<file path="config.mk">
export PLATFORM = sky130hd
export DESIGN_NAME = rsp_seq
export DESIGN_NICKNAME = d
export VERILOG_FILES = /design/src/rtl/rsp_seq_pkg.sv /design/src/rtl/rsp_seq_ctrl.sv /design/src/rtl/rsp_seq_hold.sv /design/src/rtl/rsp_seq_mux.sv /design/src/rtl/rsp_seq.sv
export SDC_FILE = /design/constraint.sdc
export NUM_CORES = 2
export LEC_CHECK = 0
export BUFFER_PORTS_ARGS = -buffer_cell sky130_fd_sc_hd__buf_4
export CELL_PAD_IN_SITES_DETAIL_PLACEMENT = 0
export CELL_PAD_IN_SITES_GLOBAL_PLACEMENT = 1
export CORE_AREA = 5 5 496 498
export CTS_CLUSTER_SIZE = 24
export DETAILED_ROUTE_END_ITERATION = 6
export DIE_AREA = 0 0 501 503
export HOLD_SLACK_MARGIN = 0.1
export PLACE_DENSITY_LB_ADDON = 0.05
export SETUP_SLACK_MARGIN = 0.1
export SKIP_LAST_GASP = 1
export SLEW_MARGIN = 20
export SYNTH_ARGS = -nofsm -noshare
export SYNTH_HDL_FRONTEND = slang
export SYNTH_HIERARCHICAL = 1
export SYNTH_SLANG_ARGS = --single-unit
</file>
<file path="constraint.sdc">
create_clock -name clk -period 4.2 [get_ports clk]
set_input_delay 0.21 -clock clk [delete_from_list [all_inputs] [get_ports clk]]
set_output_delay 0.21 -clock clk [all_outputs]
set_load 0.05 [all_outputs]
</file>
<file path="src/rtl/rsp_seq_pkg.sv">
package rsp_seq_pkg;

    typedef enum logic [1:0] {
        ST_IDLE = 2'd0,
        ST_BEAT = 2'd1,
        ST_GAP  = 2'd2
    } seq_state_e;

endpackage

</file>
<file path="src/rtl/rsp_seq_ctrl.sv">
module rsp_seq_ctrl
    import rsp_seq_pkg::*;
#(
    parameter int BEATS = 4,
    localparam int IDX_W = (BEATS > 1) ? $clog2(BEATS) : 1
) (
    input  logic             clk,
    input  logic             rst_n,
    input  logic             in_valid,
    input  logic             grant,
    output logic             in_ready,
    output logic             load,
    output logic             beat_on,
    output logic [IDX_W-1:0] beat_idx
);

    localparam logic [IDX_W-1:0] LAST_IDX = IDX_W'(BEATS - 1);

    seq_state_e       state_q, state_d;
    logic [IDX_W-1:0] idx_q;
    logic             take;

    assign take = in_valid && in_ready;

    // next-state decision
    always_comb begin
        state_d = state_q;
        unique case (state_q)
            ST_IDLE, ST_GAP: state_d = take ? ST_BEAT : ST_IDLE;
            ST_BEAT:         state_d = (idx_q == LAST_IDX) ? ST_GAP : ST_BEAT;
            default:         state_d = ST_IDLE;
        endcase
    end

    // state register and beat counter
    always_ff @(posedge clk) begin
        if (!rst_n) begin
            state_q <= ST_IDLE;
            idx_q   <= '0;
        end else begin
            state_q <= state_d;
            if (take)
                idx_q <= '0;
            else if (state_q == ST_BEAT)
                idx_q <= (idx_q == LAST_IDX) ? '0 : idx_q + 1'b1;
        end
    end

    // outputs
    always_comb begin
        in_ready = 1'b0;
        beat_on  = 1'b0;
        unique case (state_q)
            ST_IDLE, ST_GAP: in_ready = grant;
            ST_BEAT:         beat_on  = 1'b1;
            default:         in_ready = 1'b0;
        endcase
        load     = take;
        beat_idx = idx_q;
    end

    assert_take_starts_beats_R3: assert property (@(posedge clk) disable iff (!rst_n)
        take |=> (state_q == ST_BEAT) && (idx_q == '0));

    assert_beats_step_R3: assert property (@(posedge clk) disable iff (!rst_n)
        (state_q == ST_BEAT) && (idx_q != LAST_IDX) |=> (state_q == ST_BEAT) && (idx_q == $past(idx_q) + 1'b1));

    assert_gap_after_last_R6: assert property (@(posedge clk) disable iff (!rst_n)
        (state_q == ST_BEAT) && (idx_q == LAST_IDX) |=> (state_q == ST_GAP));

    assert_gap_reuse_R8: assert property (@(posedge clk) disable iff (!rst_n)
        (state_q == ST_GAP) && take |=> (state_q == ST_BEAT) && (idx_q == '0));

endmodule

</file>
<file path="src/rtl/rsp_seq_hold.sv">
module rsp_seq_hold #(
    parameter int LINE_W = 1024,
    parameter int TAG_W  = 3
) (
    input  logic              clk,
    input  logic              rst_n,
    input  logic              load,
    input  logic              busy,
    input  logic [LINE_W-1:0] line_in,
    input  logic [TAG_W-1:0]  tag_in,
    output logic [LINE_W-1:0] line_q,
    output logic [TAG_W-1:0]  tag_q
);

    always_ff @(posedge clk) begin
        if (!rst_n) begin
            line_q <= '0;
            tag_q  <= '0;
        end else if (load) begin
            line_q <= line_in;
            tag_q  <= tag_in;
        end
    end

    assert_no_reload_busy_R7: assert property (@(posedge clk) disable iff (!rst_n)
        busy |-> !load);

    assert_held_while_busy_R5: assert property (@(posedge clk) disable iff (!rst_n)
        busy && $past(busy) |-> $stable(tag_q) && $stable(line_q));

endmodule

</file>
<file path="src/rtl/rsp_seq_mux.sv">
module rsp_seq_mux #(
    parameter int BUS_W = 256,
    parameter int BEATS = 4,
    parameter int TAG_W = 3,
    localparam int LINE_W = BUS_W * BEATS,
    localparam int IDX_W  = (BEATS > 1) ? $clog2(BEATS) : 1
) (
    input  logic [LINE_W-1:0] line,
    input  logic [TAG_W-1:0]  tag,
    input  logic              on,
    input  logic [IDX_W-1:0]  idx,
    output logic              out_valid,
    output logic [BUS_W-1:0]  out_data,
    output logic [TAG_W-1:0]  out_tag
);

    logic [BUS_W-1:0] slice [BEATS];

    for (genvar g = 0; g < BEATS; g++) begin : g_slice
        assign slice[g] = line[g*BUS_W +: BUS_W];
    end

    always_comb begin
        out_valid = on;
        out_data  = on ? slice[idx] : '0;
        out_tag   = on ? tag : '0;
    end

endmodule

</file>
<file path="src/rtl/rsp_seq.sv">
module rsp_seq #(
    parameter int LINE_BYTES = 128,
    parameter int BUS_W      = 256,
    parameter int TAG_W      = 3,
    localparam int LINE_W = LINE_BYTES * 8,
    localparam int BEATS  = LINE_W / BUS_W,
    localparam int IDX_W  = (BEATS > 1) ? $clog2(BEATS) : 1
) (
    input  logic              clk,
    input  logic              rst_n,
    input  logic              in_valid,
    output logic              in_ready,
    input  logic [LINE_W-1:0] in_line,
    input  logic [TAG_W-1:0]  in_tag,
    input  logic              grant,
    output logic              out_valid,
    output logic [BUS_W-1:0]  out_data,
    output logic [TAG_W-1:0]  out_tag
);

    logic              load;
    logic              beat_on;
    logic [IDX_W-1:0]  beat_idx;
    logic [LINE_W-1:0] line_q;
    logic [TAG_W-1:0]  tag_q;

    rsp_seq_ctrl #(.BEATS(BEATS)) u_ctrl (
        .clk      (clk),
        .rst_n    (rst_n),
        .in_valid (in_valid),
        .grant    (grant),
        .in_ready (in_ready),
        .load     (load),
        .beat_on  (beat_on),
        .beat_idx (beat_idx)
    );

    rsp_seq_hold #(.LINE_W(LINE_W), .TAG_W(TAG_W)) u_hold (
        .clk     (clk),
        .rst_n   (rst_n),
        .load    (load),
        .busy    (beat_on),
        .line_in (in_line),
        .tag_in  (in_tag),
        .line_q  (line_q),
        .tag_q   (tag_q)
    );

    rsp_seq_mux #(.BUS_W(BUS_W), .BEATS(BEATS), .TAG_W(TAG_W)) u_mux (
        .line      (line_q),
        .tag       (tag_q),
        .on        (beat_on),
        .idx       (beat_idx),
        .out_valid (out_valid),
        .out_data  (out_data),
        .out_tag   (out_tag)
    );

    assert_ready_low_in_beats_R7: assert property (@(posedge clk) disable iff (!rst_n)
        out_valid |-> !in_ready);

    assert_valid_after_take_R3: assert property (@(posedge clk) disable iff (!rst_n)
        in_valid && in_ready |=> out_valid);

    assert_tag_stable_R5: assert property (@(posedge clk) disable iff (!rst_n)
        out_valid && $past(out_valid) |-> $stable(out_tag));

    assert_no_grant_no_start_R9: assert property (@(posedge clk) disable iff (!rst_n)
        !out_valid && !grant |=> !out_valid);

endmodule

</file>
==> results by stage <==
Final layout:
- The fraction of final layout cells with drive strength greater than 1 is 23.9%.
- The area growth from synthesis to layout is 60.7%.
- The library cell used most frequently in the layout, excluding fill and tap cells, is sky130_fd_sc_hd__mux2i_1.
- The library cells used most frequently in the layout, excluding fill and tap cells, are sky130_fd_sc_hd__mux2i_1, sky130_fd_sc_hd__buf_4, sky130_fd_sc_hd__dlygate4sd3_1, sky130_fd_sc_hd__dfxtp_1, sky130_fd_sc_hd__nor2b_1.
- After the last flow step, the layout net total stands at 7,494.

Timing:
- The worst slew slack as a fraction of its limit is 34.3%.
- Setup repair after global routing left no endpoint under its margin.
- The highest clock frequency the design can meet is 297 MHz.
- The final count of hold timing violations is 0.
- The worst clock skew on the final layout is 0.0302 ns.
- Setup slack closes at 0.831 ns.
- Subtracting the final worst setup slack from the clock period gives 3.37 ns.
- The worst-margin pin slew is 0.985 ns.
- In the finished design, the share of the clock period the worst path needs comes to 80.2%.
- The max-slew violation count is 0.
- Summed over all failing endpoints, the final setup total negative slack is 0 ns.
- The setup-violating endpoint count in the final report is 0.

Power and ir drop:
- The analysis attributes to net switching a power of 7.06 mW.
- Sequential cells burn 39.3% of the power.
- The part of the power in the clock network is 45.7%.
- The leakage power summed over all cells is 27.5 nW.
- Power spread over the standard cell area amounts to 361 nW/um^2.
- Power comes to 27.0 mW.
- Of the total power, the share spent switching nets is 26.2%.
- The combinational group share of total power is 15.0%.
- The worst-case IR drop observed on VDD is 0.298 mV.
- Cell internal power was estimated by the tool at 19.9 mW.

Worst setup path:
- The last element of the critical path is out_data[31].
- In this run the worst path has a maximum fanout of 61.
- The startpoint identified for the worst register-to-register timing path is u_ctrl/state_q[0].
- The end of the worst register-to-register path is u_hold/line_q[336].
- The largest single stage delay on the critical path is 0.62 ns.
- In this run the worst setup path begins at u_ctrl/state_q[1].
- The data arrival time of the critical path is 3.16 ns.
- The critical path goes through and2b_4 > nand2b_4 > buf_12 > o22ai_1 > buf_4.
- The reg2reg setup slack is 1.49 ns.
- The slowest stage of the critical path is the sky130_fd_sc_hd__o22ai_1 cell.
- The required time of the worst setup path is 3.99 ns.
- The setup path with the least slack is of type reg -> out.
- The critical path capture point type is an output port.
- The nature of the critical path startpoint is a flip-flop.
- For the worst flop-to-flop path, the logic depth is 6.

Clock network:
- The clock tree from TritonCTS is built.
- The root buffer cell is sky130_fd_sc_hd__clkbuf_16.
- The later-pin clock latency in the skew report is 0.78 ns.
- In this run, post-CTS repair resized a total of 0 instances.
- The number of buffers created by CTS is 146.
- The clock passes through at most 3 buffers.
- For this design, the sink count on the clock tree is 1,031.
- Clock-pin slew was measured on the worst setup and hold paths at 0.05 ns.
- The H-tree was split into 4 levels.

Place:
- OpenSTA, run right after detailed placement, puts the worst setup slack at 1.45 ns.
- The port buffer count is 1,291.
- The sum of net half-perimeters after detailed placement is 174 mm.
- The routability congestion estimate from global placement is 0.785.

Die:
- The initial core utilization is 19.2%.
- The die covers 252,000 sq um.
- In this run the count of I/O pins placed on the die edge is 1,292.
- The area of the core is 242,000 sq um.
- The die extent in x is 501 um.
- The height of the die is 503 um.
- The initialized floorplan defines 181 standard-cell rows.

Global routing:
- The global-route congestion overflow total is 0.
- The number of antenna violations at the first check in global routing is 198.
- The pin count of the biggest net entering global routing is 158.
- The first-pass GRT wire length is 324 mm.
- The number of global-route vias before repair is 41,600.
- For this run, the total global-route usage over all layers was measured as 17.8%.

Logic synthesis:
- Summing the areas of all fa, ha and maj instances in the mapped netlist gives 0.0269% of the synthesized area.
- The count of unique library cells instantiated by Yosys is 21.
- The total standard cell area after synthesis is 46,500 sq um.
- The count of warnings emitted by yosys is 6.
- The xor and xnor fraction of the mapped netlist area is 0%.
- By area, the combinational part of the netlist is dominated by multiplexers.
- Averaged over all synthesized cells, the footprint is 11.0 sq um.
- Summing the areas of all compound-gate instances in the mapped netlist gives 3.46% of the synthesized area.
- Counting flops and latches in the post-synthesis netlist gives 1,031.
- The sequential element share of the synthesized area is 44.4%.
- Summing the areas of all and, or, nand and nor instances in the mapped netlist gives 14.0% of the synthesized area.
- The number of nets handed over by synthesis was 5,248.
- The number of instances in the synthesized netlist is 4,216.
- Multiplexer cells account for 33.2% of the synthesized area.

Run:
- Max-cap violations in this run came to 0.

Run status:
- The flow ran to the end, and the final reports show no timing, DRC or antenna violations.

Routing:
- Once detail routing completed, the nets flagged for antenna violations numbered 0.
- The average routed wire per standard cell is 23.8 um.
- The first TritonRoute pass finished after 4 iterations.
- For this block, the initial DRC count from the detailed router was 1,412.
- The total wirelength of the detailed-routed design is 235 mm.
- The DRC violation count after routing is 0.
- After detailed routing, the number of vias per cell comes to 3.99.
- Summing over every cut layer, the via total after detailed routing is 39,300.

Min path:
- The worst min-delay path class is in -> reg.
- The hold path startpoint is in_line[761].
worst min path at each step:
stage	endpoint	slack [ns]	cells past startpoint
after floorplan	u_ctrl/beat_idx[0]	0.35	2
after global placement	u_hold/line_q[292]	0.47	3
after detailed placement	u_hold/line_q[810]	0.47	3
after CTS	u_hold/line_q[971]	0.14	4
after global routing	u_hold/line_q[761]	0.18	4
final	u_hold/line_q[761]	0.23	4
cell families after synthesis:
family	count (synthesis)
and+or+nand+nor	1042
adders and majority gates	1
AOI/OAI and AO/OA	257
buffers and inverters	344
DFF	1031
muxes	1541
critical path, delay by kind of cell (launching register included):
kind / cells / cell delay (ns)
buffers and inverters: 2 / 0.66
DFF: 1 / 0.31
and+or+nand+nor: 2 / 0.70
AOI/OAI and AO/OA: 1 / 0.62
layer usage:
metal	track usage (%)	part of all wire [%]	wire [um]	vias up
li1	-	-	-	19300
met1	21.1	42	98100	18300
met2	30.6	48	114000	1124
met3	5.82	6.8	16000	444
met4	5.47	3.0	7110	102
met5	0	0.25	590	-
metrics by stage:
step                instance area (sq um)  utilization (%)  cells  hold WS (ns)
detailed placement                  59000             24.4   8439         0.473
floorplan                           46500                -   4216         0.354
global placement                    59000             24.4   8439         0.465
finish                              74700             30.9   9871         0.234
global route                        74600             30.9   9835         0.181
CTS                                 74400             30.8   9770         0.138
timing repair:
action | CTS | global route
endpoints found under the hold margin | 1030 | 0
hold buffers | 1077 | 0
setup buffers | 0 | 0
final cells by class:
cell class | instances | area (sq um)
clock inverters | 23 | 300
repair buffers | 2440 | 21500
diodes | 101 | 253
fillers | 25300 | 167000
inverters | 2 | 15.0
well taps | 3202 | 4010
multi-input cells | 2841 | 23600
flip-flops and latches | 1031 | 20600
clock buffers | 231 | 4360
state kept, by name, summed over array words and instances, names as in the netlist:
register	cells
u_hold/line_q	1024
u_hold/tag_q	3
u_ctrl/beat_idx	2
u_ctrl/state_q	2
synthesized netlist by cell type:
| cell type | n | area [sq um] |
|---|---|---|
| sky130_fd_sc_hd__nand2b_1 | 1 | 6.26 |
| sky130_fd_sc_hd__and2_1 | 3 | 18.8 |
| sky130_fd_sc_hd__nor2_1 | 3 | 11.3 |
| sky130_fd_sc_hd__clkbuf_4 | 3 | 22.5 |
| sky130_fd_sc_hd__buf_4 | 24 | 180 |
| sky130_fd_sc_hd__buf_6 | 23 | 259 |
| sky130_fd_sc_hd__o22ai_1 | 256 | 1600 |
| sky130_fd_sc_hd__ha_1 | 1 | 12.5 |
| sky130_fd_sc_hd__buf_2 | 139 | 696 |
| sky130_fd_sc_hd__dfxtp_1 | 1031 | 20600 |
| sky130_fd_sc_hd__nor2b_1 | 1028 | 6430 |
| sky130_fd_sc_hd__inv_1 | 2 | 7.51 |
| sky130_fd_sc_hd__clkbuf_1 | 118 | 443 |
| sky130_fd_sc_hd__buf_12 | 26 | 521 |
| sky130_fd_sc_hd__buf_8 | 9 | 135 |
| sky130_fd_sc_hd__nand3b_1 | 1 | 7.51 |
| sky130_fd_sc_hd__and3_1 | 2 | 12.5 |
| sky130_fd_sc_hd__and2b_4 | 1 | 10.0 |
| sky130_fd_sc_hd__mux2i_1 | 1541 | 15400 |
| sky130_fd_sc_hd__nand2_1 | 3 | 11.3 |
| sky130_fd_sc_hd__o21ai_1 | 1 | 5.00 |
power groups by stage:
stage / sequential, mW / clock, mW / combinational, mW
finish: 10.6 / 12.3 / 4.06
global route: 10.6 / 13.2 / 4.37
CTS: 10.6 / 12.9 / 4.14
detailed placement: 10.8 / 0 / 3.13
global placement: 10.8 / 0 / 3.10
floorplan: 10.7 / 0 / 1.79
No activity file was read; power rests on OpenSTA's default activity.
